==> src/rtl/lsm_pkg.sv <==
package lsm_pkg;

    typedef enum logic [1:0] {
        UOP_COPY    = 2'd0,
        UOP_LOAD    = 2'd1,
        UOP_STORE   = 2'd2,
        UOP_BASEUPD = 2'd3
    } uop_kind_e;

    typedef enum logic [1:0] {
        PH_IDLE,
        PH_COPY,
        PH_XFER,
        PH_UPD
    } phase_e;

    localparam int unsigned INSN_W  = 32;
    localparam int unsigned BIT_L   = 20;
    localparam int unsigned BIT_W   = 21;
    localparam int unsigned BIT_S   = 22;
    localparam int unsigned BIT_U   = 23;
    localparam int unsigned BIT_P   = 24;
    localparam int unsigned RN_LO   = 16;
    localparam int unsigned RN_W    = 4;
    localparam logic [31:0] UPD_OPC = 32'h0240_0000;

endpackage

==> src/rtl/lsm_mode_decode.sv <==
module lsm_mode_decode #(
    parameter int unsigned NREG  = 16,
    parameter int unsigned OFF_W = 7
) (
    input  logic [4:0]       mode,     // {P,U,S,W,L}
    input  logic [NREG-1:0]  reg_list,
    output logic             legal,
    output logic             add_dir,
    output logic             is_load,
    output logic             upd_base,
    output logic [OFF_W-1:0] first_off,
    output logic [OFF_W-1:0] span
);
    localparam int unsigned CNT_W = $clog2(NREG + 1);

    logic [CNT_W-1:0] cnt;

    always_comb begin
        cnt = '0;
        for (int i = 0; i < NREG; i++) begin
            cnt = cnt + CNT_W'(reg_list[i]);
        end
    end

    always_comb begin
        legal    = ~mode[2];
        add_dir  = mode[3];
        is_load  = mode[0];
        upd_base = mode[1];
        span     = OFF_W'(cnt) << 2;
        unique case (mode[4:3])
            2'b00:   first_off = span - OFF_W'(4);
            2'b01:   first_off = '0;
            2'b10:   first_off = span;
            default: first_off = OFF_W'(4);
        endcase
    end

endmodule

==> src/rtl/lsm_low_bit.sv <==
module lsm_low_bit #(
    parameter int unsigned NREG  = 16,
    parameter int unsigned IDX_W = 4
) (
    input  logic [NREG-1:0]  mask,
    output logic [IDX_W-1:0] idx,
    output logic [NREG-1:0]  rest
);
    always_comb begin
        idx = '0;
        for (int i = NREG - 1; i >= 0; i--) begin
            if (mask[i]) idx = IDX_W'(i);
        end
        rest = mask & (mask - NREG'(1));
    end

endmodule

==> src/rtl/lsm_uop_seq.sv <==
module lsm_uop_seq
    import lsm_pkg::*;
#(
    parameter int unsigned NREG = 16
) (
    input  logic                      clk,
    input  logic                      rst_n,
    input  logic                      in_valid,
    output logic                      in_ready,
    input  logic [31:0]               in_insn,
    output logic                      illegal_err,
    output logic                      out_valid,
    input  logic                      out_ready,
    output logic [1:0]                out_kind,
    output logic [$clog2(NREG)-1:0]   out_reg,
    output logic [$clog2(4*NREG+1)-1:0] out_offset,
    output logic                      out_sub,
    output logic                      out_last,
    output logic [31:0]               out_word
);
    localparam int unsigned IDX_W = $clog2(NREG);
    localparam int unsigned OFF_W = $clog2(4 * NREG + 1);
    localparam int unsigned HI_W  = INSN_W - RN_LO;

    typedef struct packed {
        phase_e           phase;
        logic [NREG-1:0]  mask;
        logic [OFF_W-1:0] off;
        logic [OFF_W-1:0] span;
        logic             add_dir;
        logic             is_load;
        logic             upd_base;
        logic [RN_W-1:0]  rn;
        logic [HI_W-1:0]  hi;
        logic             err;
    } seq_state_t;

    seq_state_t s_d, s_q;

    logic             dec_legal, dec_add, dec_load, dec_upd;
    logic [OFF_W-1:0] dec_first, dec_span;
    logic [IDX_W-1:0] low_idx;
    logic [NREG-1:0]  low_rest;
    logic             take;

    lsm_mode_decode #(.NREG(NREG), .OFF_W(OFF_W)) u_decode (
        .mode      (in_insn[BIT_P:BIT_L]),
        .reg_list  (in_insn[NREG-1:0]),
        .legal     (dec_legal),
        .add_dir   (dec_add),
        .is_load   (dec_load),
        .upd_base  (dec_upd),
        .first_off (dec_first),
        .span      (dec_span)
    );

    lsm_low_bit #(.NREG(NREG), .IDX_W(IDX_W)) u_low (
        .mask (s_q.mask),
        .idx  (low_idx),
        .rest (low_rest)
    );

    assign in_ready    = (s_q.phase == PH_IDLE);
    assign out_valid   = (s_q.phase != PH_IDLE);
    assign illegal_err = s_q.err;
    assign take        = out_valid && out_ready;

    // Payload of the op currently presented
    always_comb begin
        out_kind   = UOP_COPY;
        out_reg    = IDX_W'(s_q.rn);
        out_offset = '0;
        out_sub    = 1'b0;
        out_last   = 1'b0;
        out_word   = '0;
        unique case (s_q.phase)
            PH_COPY: begin
                out_kind = UOP_COPY;
                out_word = {s_q.hi, {RN_LO{1'b0}}};
                out_last = !s_q.upd_base && (s_q.mask == '0);
            end
            PH_XFER: begin
                out_kind   = s_q.is_load ? UOP_LOAD : UOP_STORE;
                out_reg    = low_idx;
                out_offset = s_q.off;
                out_sub    = !s_q.add_dir;
                out_last   = !s_q.upd_base && (low_rest == '0);
            end
            PH_UPD: begin
                out_kind   = UOP_BASEUPD;
                out_offset = s_q.span;
                out_sub    = !s_q.add_dir;
                out_last   = 1'b1;
                out_word   = {s_q.hi[HI_W-1:HI_W-4], 28'h0}
                           | UPD_OPC
                           | (32'(s_q.rn) << 16)
                           | (32'(s_q.rn) << 12)
                           | 32'(s_q.span);
            end
            default: ;
        endcase
    end

    // Next state
    always_comb begin
        s_d     = s_q;
        s_d.err = 1'b0;
        unique case (s_q.phase)
            PH_IDLE: begin
                if (in_valid) begin
                    if (dec_legal) begin
                        s_d.phase    = PH_COPY;
                        s_d.mask     = in_insn[NREG-1:0];
                        s_d.off      = dec_first;
                        s_d.span     = dec_span;
                        s_d.add_dir  = dec_add;
                        s_d.is_load  = dec_load;
                        s_d.upd_base = dec_upd;
                        s_d.rn       = in_insn[RN_LO +: RN_W];
                        s_d.hi       = in_insn[INSN_W-1:RN_LO];
                    end else begin
                        s_d.err = 1'b1;
                    end
                end
            end
            PH_COPY: begin
                if (out_ready) begin
                    if (s_q.mask != '0)   s_d.phase = PH_XFER;
                    else if (s_q.upd_base) s_d.phase = PH_UPD;
                    else                   s_d.phase = PH_IDLE;
                end
            end
            PH_XFER: begin
                if (out_ready) begin
                    s_d.mask = low_rest;
                    s_d.off  = s_q.add_dir ? s_q.off + OFF_W'(4) : s_q.off - OFF_W'(4);
                    if (low_rest != '0)    s_d.phase = PH_XFER;
                    else if (s_q.upd_base) s_d.phase = PH_UPD;
                    else                   s_d.phase = PH_IDLE;
                end
            end
            default: begin
                if (out_ready) s_d.phase = PH_IDLE;
            end
        endcase
    end

    always_ff @(posedge clk or negedge rst_n) begin
        if (!rst_n) begin
            s_q       <= '0;
            s_q.phase <= PH_IDLE;
        end else begin
            s_q <= s_d;
        end
    end

    // Checks
    assert_illegal_rejected_R1: assert property (@(posedge clk) disable iff (!rst_n)
        (in_valid && in_ready && in_insn[BIT_S]) |=> (illegal_err && !out_valid && in_ready));

    assert_copy_first_R2: assert property (@(posedge clk) disable iff (!rst_n)
        (in_valid && in_ready && !in_insn[BIT_S]) |=> (out_valid && out_kind == UOP_COPY && !in_ready));

    assert_update_is_last_R7: assert property (@(posedge clk) disable iff (!rst_n)
        (out_valid && out_kind == UOP_BASEUPD) |-> out_last);

    assert_release_after_last_R9: assert property (@(posedge clk) disable iff (!rst_n)
        (take && out_last) |=> (in_ready && !out_valid));

    assert_hold_stable_R10: assert property (@(posedge clk) disable iff (!rst_n)
        (out_valid && !out_ready) |=> (out_valid && $stable(out_kind) && $stable(out_reg)
            && $stable(out_offset) && $stable(out_sub) && $stable(out_last) && $stable(out_word)));

    assert_err_no_uop_R1: assert property (@(posedge clk) disable iff (!rst_n)
        illegal_err |-> !out_valid);

endmodule

==> config.mk <==
export PLATFORM = sky130hd
export DESIGN_NAME = lsm_uop_seq
export DESIGN_NICKNAME = d
export VERILOG_FILES = /design/src/rtl/lsm_pkg.sv /design/src/rtl/lsm_mode_decode.sv /design/src/rtl/lsm_low_bit.sv /design/src/rtl/lsm_uop_seq.sv
export SDC_FILE = /design/constraint.sdc
export NUM_CORES = 1
export LEC_CHECK = 0
export ABC_AREA = 1
export BUFFER_PORTS_ARGS = -buffer_cell sky130_fd_sc_hd__buf_2
export CAP_MARGIN = 20
export CELL_PAD_IN_SITES_DETAIL_PLACEMENT = 2
export CELL_PAD_IN_SITES_GLOBAL_PLACEMENT = 2
export CORE_UTILIZATION = 32
export CTS_BUF_LIST = sky130_fd_sc_hd__clkbuf_2 sky130_fd_sc_hd__clkbuf_4 sky130_fd_sc_hd__clkbuf_8
export DETAILED_ROUTE_END_ITERATION = 7
export GPL_ROUTABILITY_DRIVEN = 0
export PLACE_DENSITY = 0.92
export SLEW_MARGIN = 20
export SYNTH_ARGS = -nofsm -noshare
export SYNTH_HDL_FRONTEND = slang
export SYNTH_SLANG_ARGS = --single-unit
export TNS_END_PERCENT = 10
==> constraint.sdc <==
create_clock -name clk -period 3.1 [get_ports clk]
set_input_delay 0.62 -clock clk [delete_from_list [all_inputs] [get_ports clk]]
set_output_delay 0.62 -clock clk [all_outputs]
set_load 0.01 [all_outputs]
==> reports/qor.yml, run 1 <==
skew_ns: 0.00582
cts-root-buf: "clkbuf_8"
worst_pin_slew_ns: 0.681
detailedPlace.worstSlack_ns: -1.78
first_pass_iters: 4
layout_common_cells: "nand2_1 (129), inv_1 (74), buf_2 (73)"
grt_overflow: 0
seq_area_frac_synth_pct: 33.2
area_delta_synth_final_pct: 24.5
worstSkewPairLatency_ns: 0.30
drc: 0
portBuffers: 76
fin_crit_sh_pct: 142
grt_pass1_wl_mm: 21.2
synth.avg_cell_area_um2: 7.21
fillers: 1202
clock-sinks: 44
fp.coreArea_mm2: 0.00991
violations: "negative setup slack"
power_mw: 4.67
initial_core_util_pct: 33.5
fin_hold_ws_ns: 0.328
fin_ws_ns: -1.31
worstPathArrival_ns: 4.61
drtIter0Drc: 136
rsz0062_at_grt: "yes"
antenna_left: 0
dp_hpwl_mm: 9.56
grt_max_degree: 45
multi_input_area_mm2: 0.00189
h-tree-depth: 2
fmax_mhz: 227
final_cell_count_no_fill: 685
endpoint_kind: "flip-flop"
regArea_mm2: 0.00110
final_common_cell: "nand2_1"
status: "finished, violations left"
syn_area_mm2: 0.00332
clk_pin_slew_ns: 0.09
cts_tree: "done"
path_class: "in -> reg"
crit_fanout: 2
antenna_found_initial: 0
maxSlewViolCount: 0
finalSetupViolCount: 10
ys_ff_latch: 44
leakagePower_nw: 2.36
maxCapViolations: 0
required_ns: 3.30
via_count: 3453
cts_inserted_buffers: 5
fp.dieW_um: 104
worstHoldPathType: "in -> async"
postSynthCellCount: 460
placed_cells: 676
fin_nets: 612
n_antenna_cell: 0
wire_per_inst_um: 19.0
final.setup.tns_ns: -9.84
std_cell_rows: 36
hold_viol_final: 0
slew-limit-headroom_pct: 54.6
yosysWarnings: 0
power_density_mw_per_mm2: 1130
synth.distinct_cells: 39
grt.total_usage_pct: 25.2
die_h_um: 104
die_area_mm2: 0.0108
clock_path_buffers: 2
via_per_inst: 5.04
fin_crit_ns: 4.41
drive_gt1_share_pct: 26.3
ir_worst_vdd_mv: 0.458
grt_pass1_vias: 3870
wl_mm: 13.0
ios: 86
startpoint_type: "input pin"
-- sequential cells by signal (all words and copies together) (netlist names) --
| signal | flops |
|---|---|
| illegal_err | 1 |
| s_q | 43 |
-- metrics by stage --
step	area, um^2	utilization [%]
floorplan	3350	-
global placement	3940	39.7
detailed placement	3940	39.7
CTS	4100	41.4
global route	4130	41.7
finish	4130	41.7
-- Yosys cell counts, drive strengths merged --
cell type	count	area share [%]
nand2	137	16
a21boi	2	0.45
nand4	4	0.75
inv	79	8.9
nor2	38	5.8
conb	1	0.11
a2bb2oi	3	0.79
or2	1	0.19
a31oi	4	0.75
o211ai	1	0.23
o32ai	1	0.26
xor2	1	0.26
a21oi	18	2.8
nor3b	1	0.38
ha	13	4.9
o22ai	4	0.75
dfrtp	44	33
a22oi	8	1.8
mux2i	1	0.30
o31ai	2	0.45
nand3	19	3.0
fa	11	6.6
clkbuf	11	1.2
buf	13	2.7
o21ai	40	6.3
xnor2	2	0.53
and3	1	0.19
-- what timing repair did --
item	CTS	global route
setup endpoints to repair	10	10
pin swaps	13	15
hold buffers	0	0
buffers inserted	2	1
gates cloned	0	0
resized for setup	17	6
-- kinds of logic (layout without fill, tap and decap cells) --
family          after synthesis  count (layout)  synth area share [%]
simple gates                201             201                  26.6
buf+inv                     103             187                  12.9
compound gates               83              83                  14.6
flops                        44              44                  33.2
fa+ha+maj                    24              24                  11.5
xor+xnor                      3               3                 0.793
other cells                   1               9                 0.113
mux                           1               1                 0.302
-- area by class of cell --
class                           count  area share [%]
Clock inverter                      1           0.121
Timing Repair Buffer              101            14.4
Tap cell                          133            4.03
Multi-Input combinational cell    321            45.7
Inverter                           79            7.18
Sequential cell                    44            26.7
Clock buffer                        6            1.85
-- path summary, 6_finish.rpt --
| kind | startpoint | endpoint | slack [ns] | cells past startpoint |
|---|---|---|---|---|
| max | in_insn[0] | s_q[34] | -1.31 | 13 |
| max in group asynchronous | rst_n | s_q[55] | 2.34 | 1 |
| min reg2reg | s_q[10] | s_q[10] | 0.50 | 2 |
| min in group clk | s_q[10] | s_q[10] | 0.50 | 2 |
| min | rst_n | s_q[44] | 0.33 | 1 |
| max reg2reg | s_q[54] | s_q[49] | 0.52 | 7 |
-- metal layers --
metal	GRT usage (%)	wire length [um]	vias to the layer above
met1	29.8	5400	1728
li1	-	-	1607
met4	8.57	299	0
met2	47.5	6920	98
met3	2.01	388	20
met5	0	0	-
-- power by group --
group          internal, mW  switching, mW  leakage (nW)
sequential            0.859          0.315         0.548
combinational          1.15           1.96          1.77
clock                 0.163          0.209        0.0445
total                  2.18           2.49          2.36
-- worst max-delay path: stages --
cell and delay (ns):
buf_6 0.10, ha_4 0.25, inv_2 0.03, fa_1 0.50
fa_1 0.45, fa_1 0.54, fa_1 0.43, fa_2 0.38
fa_2 0.60, ha_4 0.21, mux2i_1 0.16, a22oi_1 0.10
o21ai_1 0.25
No activity file was read; power rests on OpenSTA's default activity.
==> run 2: changes to the inputs <==
--- a/config.mk
+++ b/config.mk
@@ -15,6 +15,7 @@
 export DETAILED_ROUTE_END_ITERATION = 7
 export GPL_ROUTABILITY_DRIVEN = 0
 export PLACE_DENSITY = 0.92
+export SKIP_LAST_GASP = 1
 export SLEW_MARGIN = 20
 export SYNTH_ARGS = -nofsm -noshare
 export SYNTH_HDL_FRONTEND = slang
==> reports/qor.yml, run 2 (synthesis results as in run 1) <==
status: "finished, violations left"
violations: "negative setup slack"
cts_inserted_buffers: 5  # unchanged
initial_core_util_pct: 33.5  # unchanged
rsz0062_at_grt: "yes"
antenna_found_initial: 0  # unchanged
maxSlewViolCount: 0  # unchanged
slew-limit-headroom_pct: 55.6  # +1.0 points
ir_worst_vdd_mv: 0.423  # -7.7%
fin_nets: 612  # unchanged
fp.dieW_um: 104  # unchanged
grt.total_usage_pct: 25.0  # -0.15 points
n_antenna_cell: 0  # unchanged
fp.coreArea_mm2: 0.00991  # unchanged
crit_fanout: 3  # +1
r2r_setup_slack_ns: 0.52  # about the same
worst_path_max_delay_cell: "fa_2"
finalSetupViolCount: 10  # unchanged
largest_reg_flops: 43  # unchanged
final_common_cell: "nand2_1"
leakagePower_nw: 2.34  # -0.84%
clock-sinks: 44  # unchanged
grt_pass1_wl_mm: 21.1  # -0.49%
reg2reg_from: "s_q[54]"
final.setup.tns_ns: -10.01  # -0.170 ns
worstSkewPairLatency_ns: 0.30  # about the same
worstRegToRegCells: 7  # unchanged
path_class: "in -> reg"
wire_per_inst_um: 18.8  # -0.94%
drive_gt1_share_pct: 25.4  # -0.91 points
dp_hpwl_mm: 9.56  # unchanged
place_area_mm2: 0.00394  # unchanged
startpoint_type: "input pin"
timing.critical_path.mode_cell: "fa_1"
wl_mm: 12.9  # -0.94%
h-tree-depth: 2  # unchanged
std_cell_rows: 36  # unchanged
clock_path_buffers: 2  # unchanged
ios: 86  # unchanged
stdcell_area_mm2: 0.00409  # -0.91%
power_density_mw_per_mm2: 1130  # -0.33%
first_pass_iters: 4  # unchanged
die_h_um: 104  # unchanged
reg2reg_to: "s_q[51]"
grt_overflow: 0  # unchanged
antenna_left: 0  # unchanged
route.met3.wl_um: 444  # +14%
cts_tree: "done"
grt_pass1_vias: 3834  # -0.93%
largest-register: "s_q"
worst_pin_slew_ns: 0.666  # -0.0144 ns
skew_ns: 0.00778  # +0.00196 ns
die_area_mm2: 0.0108  # unchanged
portBuffers: 76  # unchanged
fin_ws_ns: -1.32  # -0.0135 ns
cts-root-buf: "clkbuf_8"
worstPathArrival_ns: 4.59  # -0.02 ns
via_count: 3448  # -0.14%
fmax_mhz: 226  # -0.30%
clk_pin_slew_ns: 0.09  # about the same
detailedPlace.worstSlack_ns: -1.78  # unchanged
highest_layer: "met4"
worstHoldPathType: "in -> async"
via_per_inst: 5.03  # -0.14%
crit_chain: "buf_6, ha_4, inv_2, fa_1, fa_1, fa_1, fa_1, fa_2, fa_2, buf_4, buf_4, nand4_1, or2_0, nand3_1, a31oi_1"
maxCapViolations: 0  # unchanged
endpoint_kind: "flip-flop"
area_delta_synth_final_pct: 23.4
grt_max_degree: 45  # unchanged
dr_wl_met2_mm: 6.80  # -1.7%
wl_met1_mm: 5.34  # -1.2%
required_ns: 3.27  # -0.03 ns
hold_viol_final: 0  # unchanged
fin_crit_sh_pct: 143  # +0.43 points
fin_crit_ns: 4.42  # +0.0135 ns
power_mw: 4.61  # -1.2%
layout_common_cells: "nand2_1 (130), inv_1 (74), buf_2 (73)"
drtIter0Drc: 125  # -8.1%
max_stage_delay_ns: 0.61  # about the same
drc: 0  # unchanged
## run 2: cell types whose count changed in the layout (fill, tap and decap cells not counted)
cell,change
o21ai_1,+2
xnor2_2,-1
buf_8,-1
o21ai_2,-3
nand2_4,-1
buf_6,-1
nand2_1,+1
buf_4,+2
xnor2_1,+1
o21ai_0,+1
## run 2: worst max path at each step
stage	startpoint	to	slack [ns]
finish	in_insn[0]	s_q[36]	-1.32
global route	in_insn[1]	s_q[37]	-1.46
CTS	in_insn[0]	s_q[37]	-1.44
detailed placement	in_insn[1]	s_q[37]	-1.78
global placement	in_insn[0]	s_q[37]	-1.55
floorplan	in_insn[0]	s_q[37]	-1.39
## run 2: report_power, final
| group | switching, mW | internal (mW) | leakage [nW] | total [mW] |
|---|---|---|---|---|
| Combinational | 1.93 | 1.13 | 1.75 | 3.06 |
| Clock | 0.210 | 0.163 | 0.0445 | 0.373 |
| Sequential | 0.315 | 0.859 | 0.548 | 1.17 |
## run 2: critical path: cells and delay by family
kind                       cells  cell delay (ns)
AOI/OAI and AO/OA              1             0.09
adders and majority gates      7             3.12
buffers and inverters          4             0.35
and+or+nand+nor                3             0.41
## run 2: metrics by stage
| step | std cells | util (%) | hold WS [ns] |
|---|---|---|---|
| CTS | 685 | 41.2 | 0.496 |
| global route | 685 | 41.3 | 0.365 |
| global placement | 676 | 39.7 | 0.456 |
| floorplan | 468 | - | 0.324 |
| detailed placement | 676 | 39.7 | 0.472 |
| finish | 685 | 41.3 | 0.330 |
## run 2: timing repair
item,in CTS,in global routing
gates cloned,0,0
endpoints found under the setup margin,10,11
pin swaps,11,6
setup buffers,2,0
gates resized for setup,12,1
hold buffers,0,0
## run 2: per-layer routing
layer	track usage, %	vias up
li1	-	1608
met1	29.9	1723
met2	47.2	97
met3	1.70	20
met4	8.27	0
met5	0	-
## run 2: layout make-up
class / instances / area [um^2]
clock buffers: 6 / 76.3
well taps: 133 / 166
inverters: 79 / 297
fillers: 1208 / 5820
multi-input cells: 321 / 1860
flip-flops and latches: 44 / 1100
clock inverters: 1 / 5.00
repair buffers: 101 / 583
